`src/rtl/xbr_pkg.sv`:
```
package xbr_pkg;
  localparam int unsigned XBR_SYNC_STAGES = 2;

  typedef struct packed {
    logic req;
    logic we;
    logic pair;
  } core_acc_t;
endpackage

```
`src/rtl/xbr_sync.sv`:
```
module xbr_sync #(
  parameter int unsigned STAGES = 2
) (
  input  logic clk,
  input  logic d_i,
  output logic q_o
);
  logic [STAGES-1:0] chain = '0;

  for (genvar s = 0; s < STAGES; s++) begin : g_stage
    if (s == 0) begin : g_first
      always_ff @(posedge clk) chain[0] <= d_i;
    end else begin : g_next
      always_ff @(posedge clk) chain[s] <= chain[s-1];
    end
  end

  assign q_o = chain[STAGES-1];
endmodule

```
`src/rtl/xbr_track.sv`:
```
module xbr_track
  import xbr_pkg::*;
(
  input  logic      clk,
  input  logic      rst,
  input  core_acc_t acc_i,
  input  logic      done_i,
  input  logic      gnt_i,
  input  logic      take_i,
  output logic      busy_o,
  output logic      lock_o,
  output logic      pair_o
);
  logic busy_q, lock_q, pair_q;
  logic start;

  assign start = !busy_q && !gnt_i && !take_i && acc_i.req;

  always_ff @(posedge clk) begin
    if (rst) begin
      busy_q <= 1'b0;
      lock_q <= 1'b0;
      pair_q <= 1'b0;
    end else if (busy_q && done_i) begin
      busy_q <= 1'b0;
      lock_q <= pair_q;
    end else if (start) begin
      busy_q <= 1'b1;
      pair_q <= acc_i.pair && !acc_i.we;
    end
  end

  assign busy_o = busy_q;
  assign lock_o = lock_q;
  assign pair_o = pair_q;

  // a started access remains in flight until the memory side completes it
  a_r11_hold_until_done: assert property (@(posedge clk) disable iff (rst)
    busy_q && !done_i |=> busy_q);
  // reset leaves no access in flight
  a_r9_reset_clears: assert property (@(posedge clk)
    rst |=> !busy_q);
endmodule

```
`src/rtl/xbr_grant.sv`:
```
module xbr_grant (
  input  logic clk,
  input  logic rst,
  input  logic br_i,
  input  logic excl_i,
  input  logic busy_i,
  input  logic done_i,
  input  logic lock_i,
  input  logic pair_i,
  output logic take_o,
  output logic gnt_o
);
  logic gnt_q = 1'b0;
  logic boundary, lock_eff;

  assign boundary = rst || !busy_i || done_i;
  assign lock_eff = !rst && (busy_i ? pair_i : lock_i);
  assign take_o   = br_i && !excl_i && boundary && !lock_eff;

  always_ff @(posedge clk) begin
    if (gnt_q) gnt_q <= br_i;
    else       gnt_q <= take_o;
  end

  assign gnt_o = gnt_q;

  a_r3_no_midaccess_grant: assert property (@(posedge clk) disable iff (rst)
    busy_i && !done_i && !gnt_q |=> !gnt_q);
  a_r4_no_grant_in_pair: assert property (@(posedge clk) disable iff (rst)
    !busy_i && lock_i && !gnt_q |=> !gnt_q);
  a_r8_exclusive_blocks: assert property (@(posedge clk) disable iff (rst)
    excl_i && !gnt_q |=> !gnt_q);
  a_r2_release: assert property (@(posedge clk) disable iff (rst)
    gnt_q && !br_i |=> !gnt_q);
endmodule

```
`src/rtl/xbr_arbiter.sv`:
```
module xbr_arbiter
  import xbr_pkg::*;
#(
  parameter int unsigned SYNC_STAGES = XBR_SYNC_STAGES
) (
  input  logic clk,
  input  logic rst,
  input  logic ext_br_i,
  input  logic excl_i,
  input  logic acc_req_i,
  input  logic acc_we_i,
  input  logic acc_pair_i,
  input  logic mem_done_i,
  output logic mem_go_o,
  output logic core_stall_o,
  output logic ext_bg_o,
  output logic gnt_hold_o
);
  core_acc_t acc;
  logic br_sync, busy, lock, pair, take, gnt;

  assign acc = '{req: acc_req_i, we: acc_we_i, pair: acc_pair_i};

  xbr_sync #(.STAGES(SYNC_STAGES)) u_sync (
    .clk (clk),
    .d_i (ext_br_i),
    .q_o (br_sync)
  );

  xbr_grant u_grant (
    .clk    (clk),
    .rst    (rst),
    .br_i   (br_sync),
    .excl_i (excl_i),
    .busy_i (busy),
    .done_i (mem_done_i),
    .lock_i (lock),
    .pair_i (pair),
    .take_o (take),
    .gnt_o  (gnt)
  );

  xbr_track u_track (
    .clk    (clk),
    .rst    (rst),
    .acc_i  (acc),
    .done_i (mem_done_i),
    .gnt_i  (gnt),
    .take_i (take),
    .busy_o (busy),
    .lock_o (lock),
    .pair_o (pair)
  );

  assign mem_go_o     = busy;
  assign ext_bg_o     = gnt;
  assign core_stall_o = acc_req_i && !(busy && mem_done_i);
  assign gnt_hold_o   = acc_req_i && gnt;

  a_r10_exclusive_owner: assert property (@(posedge clk) disable iff (rst)
    !(ext_bg_o && mem_go_o));
  a_r6_hold_means_idle: assert property (@(posedge clk) disable iff (rst)
    gnt_hold_o |-> (core_stall_o && !mem_go_o));
endmodule

```
`config.mk`:
```
export PLATFORM = sky130hd
export DESIGN_NAME = xbr_arbiter
export DESIGN_NICKNAME = d
export VERILOG_FILES = /design/src/rtl/xbr_pkg.sv /design/src/rtl/xbr_sync.sv /design/src/rtl/xbr_track.sv /design/src/rtl/xbr_grant.sv /design/src/rtl/xbr_arbiter.sv
export SDC_FILE = /design/constraint.sdc
export NUM_CORES = 1
export LEC_CHECK = 0
export BUFFER_PORTS_ARGS = -buffer_cell sky130_fd_sc_hd__clkbuf_2
export CORE_AREA = 2 2 39 41
export CTS_CLUSTER_SIZE = 16
export DETAILED_ROUTE_END_ITERATION = 6
export DIE_AREA = 0 0 41 43
export PLACE_DENSITY = 0.45
export REMOVE_ABC_BUFFERS = 1
export SLEW_MARGIN = 20
export SYNTH_ARGS = -nofsm -noshare
export SYNTH_HDL_FRONTEND = slang
export SYNTH_SLANG_ARGS = --single-unit
```
`constraint.sdc`:
```
create_clock -name clk -period 1.3 [get_ports clk]
set_clock_uncertainty 0.05 [all_clocks]
set_input_delay 0.39 -clock clk [delete_from_list [all_inputs] [get_ports clk]]
set_output_delay 0.39 -clock clk [all_outputs]
set_load 0.03 [all_outputs]
```
==> impl_metrics.tcl <==
set metrics [dict create \
    dieWidth_um 41 \
    yosysUniqueCellTypes 16 \
    antennaDiodeCount 0 \
    io_pins 12 \
    cp_max_fo 3 \
    hp-class "input port to register" \
    yosysWarnings 0 \
    grt_setup_unrepaired "yes" \
    worstSetupEndpointType "primary output" \
    setup_viol 2 \
    drtIter0Drc 2 \
    ys_ff_latch 6 \
    synth_cells 26 \
    outcome "complete, but fails checks" \
    clock.fmax_mhz 739.9 \
    synth_area_leaders "dfxtp_1, o2111ai_2, and2_1, nand2_1, a21oi_1" \
    grt.overflow.total 0 \
    relSlewSlack_pct 87.30 \
    min_period_ps 1351 \
    viasPerCell 4.000 \
    dpl_worst_slack_ps -26.78 \
    num_vias 248 \
    yosys_most_used_dff "dfxtp_1" \
    ant_nets 0 \
    period_share_pct 104.0 \
    power_density_nw_per_um2 1175 \
    cpPeakStageDelay_ps 350 \
    layout-drive-gt1-share_pct 58.70 \
    io_buffers 11 \
    numCtsBuffers 3 \
    slowest_stage "dfxtp_4" \
    drt_pass1_iterations 4 \
    yosysMostFrequentCell "dfxtp_1" \
    fin_nets 56 \
    fin_setup_tns_ps -58.79 \
    syn_area_um2 247.7 \
    crit_path_cell_trace "nand2_2, and2_4, buf_8" \
    synthTopCellsByCount "dfxtp_1, nand2_1, a21oi_1, and2_1, nor2_1" \
    grt_pass1_vias 256 \
    slew_viol_final 0 \
    clk_pin_slew_ps 50 \
    track_usage_pct 8.560 \
    yosys.area.top_type "dfxtp_1" \
    vdd_drop_max_mv 0.4658 \
    start_kind "register" \
    cts_max_path_buffers 2 \
    die_y_um 43 \
    dieArea_um2 1763 \
    avgSynthCellArea_um2 9.528 \
    p_leak_nw 0.1962 \
    clkLatencyLatePin_ps 250 \
    cts_num_sinks 6 \
    final_util_pct 30.29 \
    yosysSeqAreaShare_pct 48.48 \
    synthArstFlopShare_pct 0 \
    place_inst 57 \
    htree_num_levels 1 \
    antenna_found_initial 0 \
    drv_cap 0 \
    grt_pass1_wl_um 945 \
    cts_tree "yes" \
    wl_um 550 \
    finalNonFillerCells 62 \
    synth_edf_count 0 \
    worst_slack_ps -51.46 \
    gp_congestion 0.5809 \
    cp.required_ps 860 \
    core-area_um2 1384 \
    cp.arrival_ps 910 \
    area_growth_pct 69.19 \
    crit_type "register to primary output" \
    grt_max_degree 6 \
    rows 14 \
    finalPower_mw 0.4924 \
    post_drt_wl_per_cell_um 8.871 \
    failed_checks "setup timing" \
    fillers 163 \
    netlist.area_leader.share_pct 48.48 \
    worst_slew_pin_slew_ps 190.5 \
    start_util_pct 17.90 \
    finalHoldViolCount 0 \
    cts-root-buf "clkbuf_4" \
    drc 0 \
]
through the flow:
step / area [µm²] / hold slack, ps
6_report: 419.2 / 197.6
3_5_place_dp: 352.8 / 263.6
2_1_floorplan: 247.7 / 259.6
3_3_place_gp: 352.8 / 262.4
5_1_grt: 419.2 / 193.1
4_1_cts: 417.9 / 190.3
cell type report:
class                      count  area, µm²  area share (%)
tap                           16      20.02           4.776
inverter                       1      3.754          0.8955
clock buffer                   3      22.52           5.373
multi-input combinational     19      128.9           30.75
timing repair buffer          17      118.9           28.36
sequential                     6      125.1           29.85
repair_timing:
action	CTS	global route
pin swaps	1	0
hold buffers	0	0
buffers inserted	2	0
resized for setup	9	1
endpoints found under the setup margin	3	3
hold endpoints to repair	0	0
logic make-up (layout without fill, tap and decap cells):
logic type             count (synthesis)  in the layout  synth area share, %
DFF                                    6              6                48.49
muxes                                  1              1                4.041
and+or+nand+nor                       13             13                30.81
AOI/OAI and AO/OA                      5              5                15.15
buffers and inverters                  1             21                1.514
critical path: cells and delay by family, from the launching register on:
family	cells	cell delay, ps
DFF	1	350
and+or+nand+nor	2	190
buffers and inverters	1	130
power breakdown:
part           leakage, nW  switching [mW]  total, mW  internal, mW
registers           0.0506         0.00725      0.204         0.197
logic                0.132          0.0558      0.113        0.0573
clock network       0.0138          0.0704      0.175         0.105
metal layers:
layer,GRT usage [%],share of wire [%]
met3,7.853,9.6
met4,4.000,0
met2,13.75,55
met1,6.494,35
met5,0,0
cells in the final DEF (no fill, tap or decap), drive strengths merged:
cell / n
nand3b: 1
nand2b: 1
clkbuf: 13
o21ai: 1
o2111ai: 1
mux2i: 1
a21oi: 2
a21o: 1
or3b: 1
nor2: 2
nand3: 2
and2: 2
buf: 7
or2b: 1
dfxtp: 6
nand2: 3
inv: 1
registers in the layout, summed over array words and instances, names as in the netlist:
register,count
u_grant.gnt_o,1
u_sync.chain,1
u_sync.q_o,1
u_track.busy_o,1
u_track.lock_o,1
u_track.pair_o,1
path summary, 6_finish.rpt:
kind,startpoint,to,slack [ps],cells past startpoint
worst max-delay path,u_track.busy_o,core_stall_o,-50,3
worst min-delay path,ext_br_i,u_sync.chain[0],200,1
worst max register to register,u_track.busy_o,u_track.pair_o,60,5
worst min register to register,u_sync.chain[0],u_sync.q_o,270,0
(Power assumes the default switching activity.)
